[config.mk]
export PLATFORM = sky130hd
export DESIGN_NAME = fifo_chunk_unpacker
export DESIGN_NICKNAME = d
export VERILOG_FILES = /design/src/rtl/unpack_pkg.sv /design/src/rtl/unpack_ctrl.sv /design/src/rtl/unpack_datapath.sv /design/src/rtl/fifo_chunk_unpacker.sv
export SDC_FILE = /design/constraint.sdc
export NUM_CORES = 1
export LEC_CHECK = 0
export ABC_AREA = 1
export ABC_CLOCK_PERIOD_IN_PS = 4000
export BUFFER_PORTS_ARGS = -buffer_cell sky130_fd_sc_hd__buf_2
export CORE_MARGIN = 5
export CORE_UTILIZATION = 53
export DETAILED_ROUTE_END_ITERATION = 10
export HOLD_SLACK_MARGIN = 0.06
export PLACE_DENSITY = 0.8
export SLEW_MARGIN = 25
export SYNTH_ARGS = -nofsm -noshare
export SYNTH_HDL_FRONTEND = slang
export SYNTH_SLANG_ARGS = --single-unit
[constraint.sdc]
create_clock -name clk -period 4 [get_ports clk]
set_input_delay 0.4 -clock clk [delete_from_list [all_inputs] [get_ports clk]]
set_output_delay 0.4 -clock clk [all_outputs]
set_load 0.005 [all_outputs]
[src/rtl/unpack_pkg.sv]
package unpack_pkg;
  localparam int ENTRY_W     = 32;
  localparam int CHUNK_MAX   = 8;
  localparam int CFG_W       = 32;
  localparam int START_W     = $clog2(ENTRY_W);
  localparam int LEN_W       = $clog2(CHUNK_MAX);
  localparam int VEC_W       = START_W + LEN_W + 2;
  localparam int VEC_PER_CFG = 2;

  // Field order inside a vector, MSB to LSB: start, direction, width-1, stop.
  typedef struct packed {
    logic [START_W-1:0] startIdx;
    logic               readDown;
    logic [LEN_W-1:0]   lenM1;
    logic               stopHere;
  } packVec_t;

  // Strobes from sequencer to datapath.
  typedef struct packed {
    logic load;  // capture entry and vector bank, select vector 0
    logic step;  // move to the next vector of the bank
  } seqStrobe_t;
endpackage

[src/rtl/unpack_ctrl.sv]
module unpack_ctrl
  import unpack_pkg::*;
#(
  parameter int NUM_VEC = 4,
  localparam int IDX_W = $clog2(NUM_VEC)
) (
  input  logic             clk,
  input  logic             rstN,
  input  logic             entryValid,
  output logic             entryReady,
  input  logic             chunkReady,
  output logic             chunkValid,
  output logic             chunkLast,
  input  logic             curStop,
  output seqStrobe_t       strobe,
  output logic [IDX_W-1:0] vecIdx
);
  logic             busyQ;
  logic [IDX_W-1:0] vecIdxQ;
  logic             atEnd;
  logic             fire;

  assign atEnd      = curStop || (vecIdxQ == IDX_W'(NUM_VEC - 1));
  assign fire       = busyQ && chunkReady;
  assign entryReady = !busyQ;
  assign chunkValid = busyQ;
  assign chunkLast  = busyQ && atEnd;
  assign vecIdx     = vecIdxQ;

  always_comb begin
    strobe      = '0;
    strobe.load = entryValid && !busyQ;
    strobe.step = fire && !atEnd;
  end

  always_ff @(posedge clk) begin
    if (!rstN) begin
      busyQ   <= 1'b0;
      vecIdxQ <= '0;
    end else if (strobe.load) begin
      busyQ   <= 1'b1;
      vecIdxQ <= '0;
    end else if (strobe.step) begin
      vecIdxQ <= vecIdxQ + 1'b1;
    end else if (fire) begin
      busyQ <= 1'b0;
    end
  end

  // an accepted entry starts at vector 0
  p_accept_first_r3: assert property (@(posedge clk) disable iff (!rstN)
    entryValid && entryReady |=> chunkValid && (vecIdx == '0));

  // taking the last chunk frees the block
  p_last_release_r8: assert property (@(posedge clk) disable iff (!rstN)
    chunkValid && chunkReady && chunkLast |=> entryReady && !chunkValid);

  // a non-final chunk advances to the next vector
  p_step_next_r9: assert property (@(posedge clk) disable iff (!rstN)
    chunkValid && chunkReady && !chunkLast |=> chunkValid && (vecIdx == $past(vecIdx) + 1'b1));

  // back-pressure freezes the sequence
  p_hold_seq_r11: assert property (@(posedge clk) disable iff (!rstN)
    chunkValid && !chunkReady |=> chunkValid && $stable(vecIdx) && $stable(chunkLast));
endmodule

[src/rtl/unpack_datapath.sv]
module unpack_datapath
  import unpack_pkg::*;
#(
  parameter int NUM_VEC = 4,
  localparam int IDX_W = $clog2(NUM_VEC)
) (
  input  logic                 clk,
  input  logic                 rstN,
  input  seqStrobe_t           strobe,
  input  logic [IDX_W-1:0]     vecIdx,
  input  packVec_t             vecIn [NUM_VEC],
  input  logic [ENTRY_W-1:0]   entryData,
  output logic [CHUNK_MAX-1:0] chunkData,
  output logic [LEN_W:0]       chunkBits,
  output logic                 curStop
);
  logic [ENTRY_W-1:0]   entryQ;
  packVec_t             vecBankQ [NUM_VEC];
  packVec_t             curVecQ;
  logic [IDX_W-1:0]     nextIdx;
  logic [CHUNK_MAX-1:0] pickBit;

  assign nextIdx = vecIdx + 1'b1;

  always_ff @(posedge clk) begin
    if (!rstN) begin
      entryQ  <= '0;
      curVecQ <= '0;
      for (int k = 0; k < NUM_VEC; k++) vecBankQ[k] <= '0;
    end else if (strobe.load) begin
      entryQ  <= entryData;
      curVecQ <= vecIn[0];
      for (int k = 0; k < NUM_VEC; k++) vecBankQ[k] <= vecIn[k];
    end else if (strobe.step) begin
      curVecQ <= vecBankQ[nextIdx];
    end
  end

  // One selector per output bit; the read direction picks the source index.
  for (genvar j = 0; j < CHUNK_MAX; j++) begin : g_bit
    logic bitJ;
    int   pos;
    always_comb begin
      if (curVecQ.readDown)
        pos = int'(curVecQ.startIdx) - int'(curVecQ.lenM1) + j;
      else
        pos = int'(curVecQ.startIdx) + j;
      bitJ = 1'b0;
      if ((j <= int'(curVecQ.lenM1)) && (pos >= 0) && (pos < ENTRY_W))
        bitJ = entryQ[pos[START_W-1:0]];
    end
    assign pickBit[j] = bitJ;
  end

  assign chunkData = pickBit;
  assign chunkBits = (LEN_W+1)'(curVecQ.lenM1) + (LEN_W+1)'(1);
  assign curStop   = curVecQ.stopHere;

  // bit count stays within 1..CHUNK_MAX
  p_bits_range_r4: assert property (@(posedge clk) disable iff (!rstN)
    (chunkBits >= 1) && (int'(chunkBits) <= CHUNK_MAX));

  // nothing above the bit count
  p_upper_zero_r7: assert property (@(posedge clk) disable iff (!rstN)
    (chunkData >> chunkBits) == '0);

  // the first vector comes from the configuration at acceptance
  p_capture_r10: assert property (@(posedge clk) disable iff (!rstN)
    strobe.load |=> curVecQ == $past(vecIn[0]));

  // no strobe, no change in the offered chunk
  p_hold_data_r11: assert property (@(posedge clk) disable iff (!rstN)
    !strobe.load && !strobe.step |=> $stable(chunkData) && $stable(chunkBits));
endmodule

[src/rtl/fifo_chunk_unpacker.sv]
module fifo_chunk_unpacker
  import unpack_pkg::*;
#(
  parameter int NUM_VEC = 4
) (
  input  logic                 clk,
  input  logic                 rstN,
  input  logic [CFG_W-1:0]     cfgLo,
  input  logic [CFG_W-1:0]     cfgHi,
  input  logic [ENTRY_W-1:0]   entryData,
  input  logic                 entryValid,
  output logic                 entryReady,
  output logic [CHUNK_MAX-1:0] chunkData,
  output logic [LEN_W:0]       chunkBits,
  output logic                 chunkLast,
  output logic                 chunkValid,
  input  logic                 chunkReady
);
  localparam int IDX_W = $clog2(NUM_VEC);

  packVec_t         vecIn [NUM_VEC];
  seqStrobe_t       strobe;
  logic [IDX_W-1:0] vecIdx;
  logic             curStop;

  // Vector k lives in word k/VEC_PER_CFG at slot k%VEC_PER_CFG.
  for (genvar k = 0; k < NUM_VEC; k++) begin : g_vec
    localparam int WORD = k / VEC_PER_CFG;
    localparam int LSB  = (k % VEC_PER_CFG) * VEC_W;
    if (WORD == 0) begin : g_lo
      assign vecIn[k] = packVec_t'(cfgLo[LSB +: VEC_W]);
    end else begin : g_hi
      assign vecIn[k] = packVec_t'(cfgHi[LSB +: VEC_W]);
    end
  end

  unpack_ctrl #(.NUM_VEC(NUM_VEC)) u_ctrl (
    .clk        (clk),
    .rstN       (rstN),
    .entryValid (entryValid),
    .entryReady (entryReady),
    .chunkReady (chunkReady),
    .chunkValid (chunkValid),
    .chunkLast  (chunkLast),
    .curStop    (curStop),
    .strobe     (strobe),
    .vecIdx     (vecIdx)
  );

  unpack_datapath #(.NUM_VEC(NUM_VEC)) u_dp (
    .clk       (clk),
    .rstN      (rstN),
    .strobe    (strobe),
    .vecIdx    (vecIdx),
    .vecIn     (vecIn),
    .entryData (entryData),
    .chunkData (chunkData),
    .chunkBits (chunkBits),
    .curStop   (curStop)
  );
endmodule

Word level (Yosys, flattened, before mapping)
Memories as Yosys holds them, arrays and structs flattened.
Cells that the tools add are included.
{"block": "word_totals", "wordCells": 134, "ramBits": 40, "input_bits": 100, "out_inout_bits": 15, "memories": 1, "regBits": 45}
{"name": "u_dp.vecBankQ", "words": 4, "width": 10, "rd": 1, "rd_clocked_by_memory_dff": 0, "wr": 4, "line_no": "unpack_datapath.sv:18", "rtl": "packVec_t vecBankQ [NUM_VEC];"}
{"block": "classes", "bitwise_logic": 5, "eq_ne": 2, "addsub": 17, "n_lt_le_gt_ge": 31, "n_reduce_logical": 26, "muxes": 45}
{"operator": "$ge 32x1->1 const B", "n": 8}
{"operator": "$lt 32x7->1 const B", "n": 8}
{"operator": "$mux 32", "n": 8}
{"operator": "$add 32x4->32 const B", "n": 4}
{"operator": "$add 32x3->32 const B", "n": 2}
{"operator": "$mux 10", "n": 6}
{"operator": "$lt 5x6->1 const B", "n": 8}
{"operator": "$bmux 1 s5", "n": 8}
{"operator": "$add 32x2->32 const B", "n": 1}
{"operator": "$add 5x3->6 const B", "n": 4}
{"operator": "$mux 1", "n": 23}
{"operator": "$logic_and 1x1->1", "n": 19}
{"operator": "$add 5x2->6 const B", "n": 2}
{"operator": "$le 3x3->1 const A", "n": 4}
{"operator": "$add 5x1->6 const B", "n": 1}
{"operator": "$le 2x3->1 const A", "n": 2}
{"operator": "$sub 5x3->6", "n": 1}
{"operator": "$add 3x1->4 const B", "n": 1}
{"operator": "$or 1x1->1", "n": 4}
{"operator": "$reduce_bool 2->1", "n": 2}
{"operator": "$le 1x3->1 const A", "n": 1}
{"operator": "$add 2x1->2 const B", "n": 1}
{"operator": "$eq 2x2->1 const B", "n": 1}
{"operator": "$logic_not 1->1", "n": 2}
{"operator": "other kinds (5)", "n": 5}

Longest topological paths before layout
Gate-level depths: netlist of run 1.
{"block": "depth", "word_depth": 7, "ltp_mapped": 26}

Cells and area by module
A second synthesis of run 1 with hierarchy kept.
{"block": "hier_totals", "cells_unflattened": 1065, "hier_area_um2": 6712.7}
{"mod": "unpack_datapath", "instances": 1, "area_per_inst_um2": 6540.0, "seq_area_each_um2": 2042.0, "cells_per_inst": 1039}
{"mod": "unpack_ctrl", "instances": 1, "area_per_inst_um2": 172.7, "seq_area_each_um2": 60.1, "cells_per_inst": 26}

Worst setup path after synthesis of run 1
OpenSTA, ideal clock, no wires.
{"block": "synth_path", "path_kind": "reg-to-output", "startpoint": "register u_dp.curVecQ[5] (netlist bit)", "endpoint": "output chunkData[5]", "slack_ps": 188, "path_buffers": 2, "t_required_ps": 3600, "arrival_time_ps": 3412, "path_stages_with_launch": 26, "cell_sequence": "dfxtp_1 inv_2 ha_1 inv_1 fa_1 nand2_4 inv_2 nor2_4 ha_1 nand2_1 inv_1 ha_1 clkbuf_1 inv_1 nand2_1 inv_1 ha_1 nand4_1 nand2_1 nand3_1 nor2_1 nand4_1 a21oi_1 nand2_1 nor2_1 buf_4"}
{"block": "synth_via", "elab_chain_len": 7, "elab_cells_between_ends": 11}
{"item": "start, declared", "line_no": "unpack_datapath.sv:19", "rtl": "packVec_t curVecQ;"}
{"item": "start signal, assigned", "line_no": "unpack_datapath.sv:32", "rtl": "curVecQ <= vecIn[0];"}
{"item": "start signal, assigned", "line_no": "unpack_datapath.sv:35", "rtl": "curVecQ <= vecBankQ[nextIdx];"}
{"item": "$sub 5x3->6", "line_no": "unpack_datapath.sv:45", "rtl": "pos = int'(curVecQ.startIdx) - int'(curVecQ.lenM1) + j;"}
{"item": "$add 32x4->32", "line_no": "unpack_datapath.sv:45"}
{"item": "$mux 32 *", "line_no": "unpack_datapath.sv:44", "rtl": "if (curVecQ.readDown)"}
{"item": "$ge 32x1->1", "line_no": "unpack_datapath.sv:49", "rtl": "if ((j <= int'(curVecQ.lenM1)) && (pos >= 0) && (pos < ENTRY_W))"}
{"item": "$logic_and 1x1->1 (2 in series)", "line_no": "unpack_datapath.sv:49"}
{"item": "$mux 1 *", "line_no": "unpack_datapath.sv:49"}
{"item": "end, declared", "line_no": "fifo_chunk_unpacker.sv:13", "rtl": "output logic [CHUNK_MAX-1:0] chunkData,"}
Every way passes the cells marked *; elsewhere a longest branch is shown, timed or not. The select of a mux whose other input is x is not followed.

Final worst setup path of run 1
{"block": "layout_path", "startpoint": "register u_dp.curVecQ[5] (netlist bit)", "endpoint": "output chunkData[3]"}
{"block": "layout_via", "elab_chain_len": 7, "elab_cells_between_ends": 11}
{"item": "$sub 5x3->6", "line_no": "unpack_datapath.sv:45"}
{"item": "$add 32x3->32", "line_no": "unpack_datapath.sv:45"}
{"item": "$mux 32 *", "line_no": "unpack_datapath.sv:44"}
{"item": "$ge 32x1->1", "line_no": "unpack_datapath.sv:49"}
{"item": "$logic_and 1x1->1 (2 in series)", "line_no": "unpack_datapath.sv:49"}
{"item": "$mux 1 *", "line_no": "unpack_datapath.sv:49"}
Marks and branches as above.

==> reports/metrics.yaml, run 1 <==
run_status:
  status: "finished clean"
die:
  initial_utilization_pct: 54.2
  io_pins: 115
  die_h_um: 132
  core-area_mm2: 0.0145
  dieArea_mm2: 0.0174
  rows: 44
  die_w_um: 132
global_route:
  grt_usage_pct: 25.5
  grt_max_degree: 66
  overflow: 0
  grt_pass1_vias: 7612
  grt_antenna_before_repair: 0
  grt_pass1_wl_um: 37100
sta:
  post-route-min-period_ps: 3940
  finClkSkew_ps: 8.58
  finalMaxSlewViolations: 0
  fin_tns_setup_ps: 0
  timing.fmax_mhz: 254
  min_period_over_period_pct: 98.6
  hold_viol: 0
  tightest_slew_ps: 735
  slew_headroom_pct: 51.0
  setup_ws_ps: 55.6
  setup_viol: 0
  grt_setup_unrepaired: "yes"
power:
  power.leakage_nw: 4.59
  max-vdd-ir-drop_mv: 0.350
  power.density_mw_per_mm2: 441
worst_setup_path:
  cp_cell_sequence: "inv_2 -> ha_4 -> inv_4 -> fa_2 -> nand2_4 -> inv_4 -> nor2_4 -> ha_4 -> buf_4 -> inv_2 -> nor2_4 -> nand2_1 -> ha_1 -> or2_4 -> o31ai_2 -> nand3b_1 -> nor3_2 -> nand3_2 -> nor2_2 -> buf_2"
  crit_type: "register to output port"
  reg2reg_from: "u_ctrl.chunkValid$_SDFFE_PN0P_"
  cpPeakStageDelay_ps: 380
  worstPathRequired_ps: 3600
  reg2reg_to: "u_dp.vecBankQ[0][3]$_SDFFCE_PN0P_"
  critPathSlowestCell: "fa_2"
  rrSetupSlack_ps: 1930
  cp-end-kind: "output port"
  arrival_ps: 3540
  cp-start-kind: "register"
  cp_max_fo: 6
  reg2regPathDepth: 7
drt:
  drcViolationCount: 0
  drtPass1Iterations: 5
  routed_via_density: 5.50
  dr_total_vias: 8469
  dr.first_iter.drc_count: 794
  final_antenna_net_count: 0
  drt-total-wl_um: 23400
  wl_per_cell_um: 15.2
cts:
  cts_max_level: 3
  cts.sinks: 85
  cts_root_buf: "clkbuf_16"
  cts_tree: "yes"
  ctsHoldBuffers: 0
  clk_latency_ps: 350
  cts_buffers: 9
  clk_pin_slew_ps: 60
  clockBufferDepth: 2
layout:
  n_fill_cell: 1339
  nNetsFinal: 1517
  final_core_utilization_pct: 64.1
  diodes: 0
  drive_above_1_share_pct: 19.6
  final_cell_mix: "nand2_1 (422), nand3_1 (148), inv_1 (131)"
  area_growth_pct: 18.2
  layout_commonest_cell: "nand2_1"
  instances_no_fill: 1539
logic_synthesis:
  synth-seq-cells: 85
  ys_warn_count: 0
  syn_area_mm2: 0.00788
  yosysSeqAreaShare_pct: 26.7
  ys_types: 45
  syn-num-nets: 1412
  postSynthAreaPerCell_um2: 6.33
  synthCells: 1245
placed_design:
  io_buffers: 90
  dpl_worst_slack_ps: 124
  dp.cells: 1501
  place_congestion: 0.990
  dp_hpwl_um: 17300
hold_path:
  whs_path_depth: 3
  min_to: "u_dp.entryQ[29]$_SDFFE_PN0P_"
  hold_class: "input pin to register"
  hp-start: "entryData[29]"
run:
  cap_violations: 0
==> cell usage after synthesis (all sizes together) <==
cell type,number,share of area [%]
or2,4,0.32
o22ai,11,0.87
xnor2,2,0.22
o2111ai,2,0.22
xor2,5,0.56
fa,1,0.25
nand2,445,22
nor2,108,5.4
nand4,5,0.40
clkbuf,21,1.0
o21bai,1,0.095
dfxtp,45,11
nor3b,6,0.57
ha,66,10
a21oi,38,2.7
buf,31,2.6
a32o,1,0.13
a211oi,1,0.095
o211ai,4,0.38
nor3,5,0.32
nor4,6,0.48
a31oi,7,0.56
a22oi,1,0.095
o21ai,70,4.7
nand3,157,10
inv,153,7.3
edfxtp,40,15
o221ai,2,0.22
o31ai,1,0.095
and2,2,0.16
nand3b,4,0.38
==> state kept, by name, summed over array words and instances, names as in the netlist <==
register	count
u_ctrl.vecIdx	2
u_dp.curVecQ	9
u_ctrl.chunkValid	1
u_dp.vecBankQ	40
u_dp.curStop	1
u_dp.entryQ	32
==> how the worst max path moves through the flow <==
stage | from | to | slack, ps | depth (start not counted)
6_report | u_dp.curVecQ[5]$_SDFFE_PN0P_ | chunkData[3] | 60 | 20
5_1_grt | u_dp.curVecQ[5]$_SDFFE_PN0P_ | chunkData[3] | -190 | 20
4_1_cts | u_dp.curVecQ[5]$_SDFFE_PN0P_ | chunkData[7] | -30 | 23
3_5_place_dp | u_dp.curVecQ[5]$_SDFFE_PN0P_ | chunkData[7] | 120 | 22
3_3_place_gp | u_dp.curVecQ[5]$_SDFFE_PN0P_ | chunkData[7] | 200 | 22
2_1_floorplan | u_dp.curVecQ[5]$_SDFFE_PN0P_ | chunkData[5] | 190 | 25
==> area by class of cell <==
cell class              count  area (um^2)  share of cell area, %
inverters                 153          584                   6.27
flip-flops and latches     85         2110                   22.6
repair buffers            146          890                   9.54
clock buffers               9          225                   2.42
clock inverters             7         91.3                  0.980
multi-input cells         955         5190                   55.7
well taps                 184          230                   2.47
==> routing by layer <==
layer	GRT usage (%)	share of wire (%)
met4	8.74	3.3
met5	0	0
met1	35.0	43
met2	40.5	46
met3	4.66	7.6
==> critical path: cells and delay by family, from the launching register on <==
kind	cells	cell delay, ps
AOI/OAI and AO/OA	1	220
adders and majority gates	4	860
buffers and inverters	6	480
DFF	1	320
and+or+nand+nor	9	1300
==> power breakdown <==
group / total [mW] / internal [mW] / leakage, nW / switching (mW)
registers: 1.03 / 0.985 / 0.804 / 0.0482
clock network: 0.876 / 0.499 / 0.151 / 0.377
logic: 2.20 / 0.816 / 3.64 / 1.39
==> logic make-up after synthesis <==
| kind of cell | synth area share (%) |
|---|---|
| AND/OR/NAND/NOR | 40.6 |
| buffers and inverters | 11.0 |
| flip-flops | 26.7 |
| AO/OA/AOI/OAI | 10.2 |
| adder cells (fa/ha/maj) | 10.7 |
| XOR/XNOR | 0.778 |
==> timing repair <==
item / 4_1_cts / 5_1_grt
buffers inserted: 9 / 13
cloned: 0 / 0
gates resized for setup: 23 / 55
setup endpoints to repair: 5 / 7
pin swaps: 12 / 32
==> per-stage QoR <==
stage | instance area [um^2] | hold slack (ps) | power (mW)
4_1_cts | 9000 | 271 | 3.92
3_3_place_gp | 8540 | 472 | 2.93
6_report | 9320 | 280 | 4.11
3_5_place_dp | 8540 | 481 | 2.98
2_1_floorplan | 7880 | 458 | 2.43
5_1_grt | 9320 | 288 | 4.41
Note: power is estimated with default switching activity, not from simulation.
==> run 2: changes to the inputs <==
- PLACE_DENSITY: 0.8 -> 0.78
==> reports/metrics.yaml, run 2 (synthesis gave the netlist of run 1 again) <==
drt:
  drcViolationCount: 0  # unchanged
  drtPass1Iterations: 6  # was 5
  routed_via_density: 5.50  # about the same
  wl_per_cell_um: 15.2  # about the same
  dr_total_vias: 8408  # was 8,469
  final_antenna_net_count: 0  # unchanged
  drt-total-wl_um: 23300  # was 23,400 um
  dr.first_iter.drc_count: 796  # was 794
layout:
  diodes: 0  # unchanged
  layout_commonest_cell: "nand2_1"  # unchanged
  final_cell_mix: "nand2_1 (420), nand3_1 (149), inv_1 (132)"  # was nand2_1 (422), nand3_1 (148), inv_1 (131)
  drive_above_1_share_pct: 18.9  # was 19.6%
  area_growth_pct: 17.6  # was 18.2%
  largest_reg_flops: 40  # unchanged
  instances_no_fill: 1530  # was 1,539
  regMostFlops: "u_dp.vecBankQ"  # unchanged
  nNetsFinal: 1508  # was 1,517
  final_area_mm2: 0.00927  # was 0.00932 mm^2
  largestRegisters: "u_dp.vecBankQ (40), u_dp.entryQ (32), u_dp.curVecQ (9)"  # unchanged
  final_core_utilization_pct: 63.8  # was 64.1%
sta:
  finClkSkew_ps: 5.15  # was 8.58 ps
  setup_viol: 4  # was 0
  min_period_over_period_pct: 103  # was 98.6%
  slew_headroom_pct: 52.1  # was 51.0%
  grt_setup_unrepaired: "yes"  # unchanged
  post-route-min-period_ps: 4100  # was 3940 ps
  hold_viol: 0  # unchanged
  timing.fmax_mhz: 244  # was 254 MHz
  setup_ws_ps: -104  # was 55.6 ps
  tightest_slew_ps: 718  # was 735 ps
  finalMaxSlewViolations: 0  # unchanged
  fin_tns_setup_ps: -210  # was 0 ps
worst_setup_path:
  cp_max_fo: 7  # was 6
  worstPathRequired_ps: 3600  # about the same
  crit_top_cell: "ha_4"
  cp_cell_sequence: "inv_2 -> ha_4 -> inv_4 -> fa_2 -> nand2_4 -> nand2_4 -> ha_4 -> inv_4 -> nand3_4 -> nor2_4 -> ha_4 -> inv_1 -> nand2_2 -> inv_1 -> ha_4 -> nand2_2 -> nor3b_2 -> nand3_1 -> nand2_1 -> nand3_2 -> a21oi_4 -> nand2_1 -> nor2_2 -> buf_2"  # was inv_2 -> ha_4 -> inv_4 -> fa_2 -> nand2_4 -> inv_4 -> nor2_4 -> ha_4 -> buf_4 -> inv_2 -> nor2_4 -> nand2_1 -> ha_1 -> or2_4 -> o31ai_2 -> nand3b_1 -> nor3_2 -> nand3_2 -> nor2_2 -> buf_2
  crit_buf_inv: 6  # unchanged
  crit_family: "simple AND/OR/NAND/NOR gates"  # unchanged
  cp-start-kind: "register"  # unchanged
  cp-end-kind: "output port"  # unchanged
  arrival_ps: 3700  # was 3540 ps
  rrSetupSlack_ps: 1920  # was 1930 ps
  cpPeakStageDelay_ps: 420  # was 380 ps
  critPathSlowestCell: "fa_2"  # unchanged
  crit_type: "register to output port"  # unchanged
power:
  max-vdd-ir-drop_mv: 0.306  # was 0.350 mV
  power.leakage_nw: 4.54  # was 4.59 nW
  power.density_mw_per_mm2: 443  # was 441 mW/mm^2
global_route:
  use_met3_pct: 4.24  # was 4.66%
  grt_usage_pct: 25.3  # was 25.5%
  grtUsageMet1_pct: 35.1  # was 35.0%
  grt_antenna_before_repair: 0  # unchanged
  met2_usage_pct: 39.5  # was 40.5%
  grt_max_degree: 66  # unchanged
  overflow: 0  # unchanged
  grt_most_used_layer: "met2"  # unchanged
  grt_pass1_vias: 7495  # was 7,612
  grt_pass1_wl_um: 36700  # was 37,100 um
cts:
  clk_pin_slew_ps: 70  # was 60 ps
  cts.sinks: 85  # unchanged
  cts_tree: "yes"  # unchanged
  cts_max_level: 3  # unchanged
  clockBufferDepth: 2  # unchanged
  cts_root_buf: "clkbuf_16"  # unchanged
  clk_latency_ps: 350  # about the same
  cts_buffers: 9  # unchanged
placed_design:
  postPlaceCellArea_mm2: 0.00853  # was 0.00854 mm^2
  dp.cells: 1500  # was 1,501
  io_buffers: 90  # unchanged
  dpl_worst_slack_ps: 93.7  # was 124 ps
  place_congestion: 0.962  # was 0.990
  dp_hpwl_um: 17300  # about the same
run_status:
  status: "complete, but fails checks"  # was finished clean
  violations: "negative setup slack"
die:
  initial_utilization_pct: 54.2  # unchanged
  die_w_um: 132  # unchanged
  die_h_um: 132  # unchanged
  rows: 44  # unchanged
  io_pins: 115  # unchanged
  dieArea_mm2: 0.0174  # unchanged
  core-area_mm2: 0.0145  # unchanged
hold_path:
  hold_class: "input pin to register"  # unchanged
run:
  cap_violations: 0  # unchanged
-- run 2: changes by cell type in the layout (fill, tap and decap cells not counted), sizes merged --
cell and change:
buf -9, inv -1, clkbuf +1, bufinv +1
clkinvlp -1
-- run 2: worst register-to-register path, cell delays in order, from the launching register on --
cell	delay (ps)
dfxtp_1	370
inv_1	80
nand2_1	430
inv_1	120
buf_4	270
nand2_1	120
buf_4	330
nor2_1	100
-- run 2: cell type report --
| type | instances | area [um^2] |
|---|---|---|
| timing repair buffer | 137 | 811 |
| tap | 184 | 230 |
| multi-input combinational | 955 | 5200 |
| clock inverter | 6 | 93.8 |
| fill | 1356 | 5260 |
| clock buffer | 10 | 239 |
| inverter | 153 | 592 |
| sequential | 85 | 2110 |
-- run 2: metal layers --
layer,share of wire [%],routed length (um)
met1,43,9980
met2,45,10500
met3,8.3,1930
met4,3.6,828
met5,0,0
-- run 2: metrics by stage --
stage / total power [mW] / hold WS, ps
2_1_floorplan: 2.43 / 458
3_3_place_gp: 2.93 / 471
3_5_place_dp: 2.96 / 476
4_1_cts: 3.92 / 277
5_1_grt: 4.40 / 292
6_report: 4.11 / 283
-- run 2: repair_timing --
item                       CTS  global route
gates cloned                 0             0
hold buffers                 0             0
buffers inserted             2            12
setup endpoints to repair    5             5
pin swaps                    4            34
resized for setup           13            65
-- run 2: worst paths after layout --
check,from,to,cells past startpoint
worst max-delay path,u_dp.curVecQ[5]$_SDFFE_PN0P_,chunkData[7],24
worst min register to register,u_dp.entryQ[6]$_SDFFE_PN0P_,u_dp.entryQ[6]$_SDFFE_PN0P_,2
worst min-delay path,entryData[25],u_dp.entryQ[25]$_SDFFE_PN0P_,3
worst max register to register,u_ctrl.chunkValid$_SDFFE_PN0P_,u_dp.vecBankQ[3][8]$_SDFFCE_PN0P_,7
-- run 2: power by group --
group / total, mW / switching [mW] / internal [mW]
Sequential: 1.04 / 0.0505 / 0.985
Clock: 0.934 / 0.363 / 0.571
Combinational: 2.14 / 1.37 / 0.764
Total: 4.11 / 1.79 / 2.32
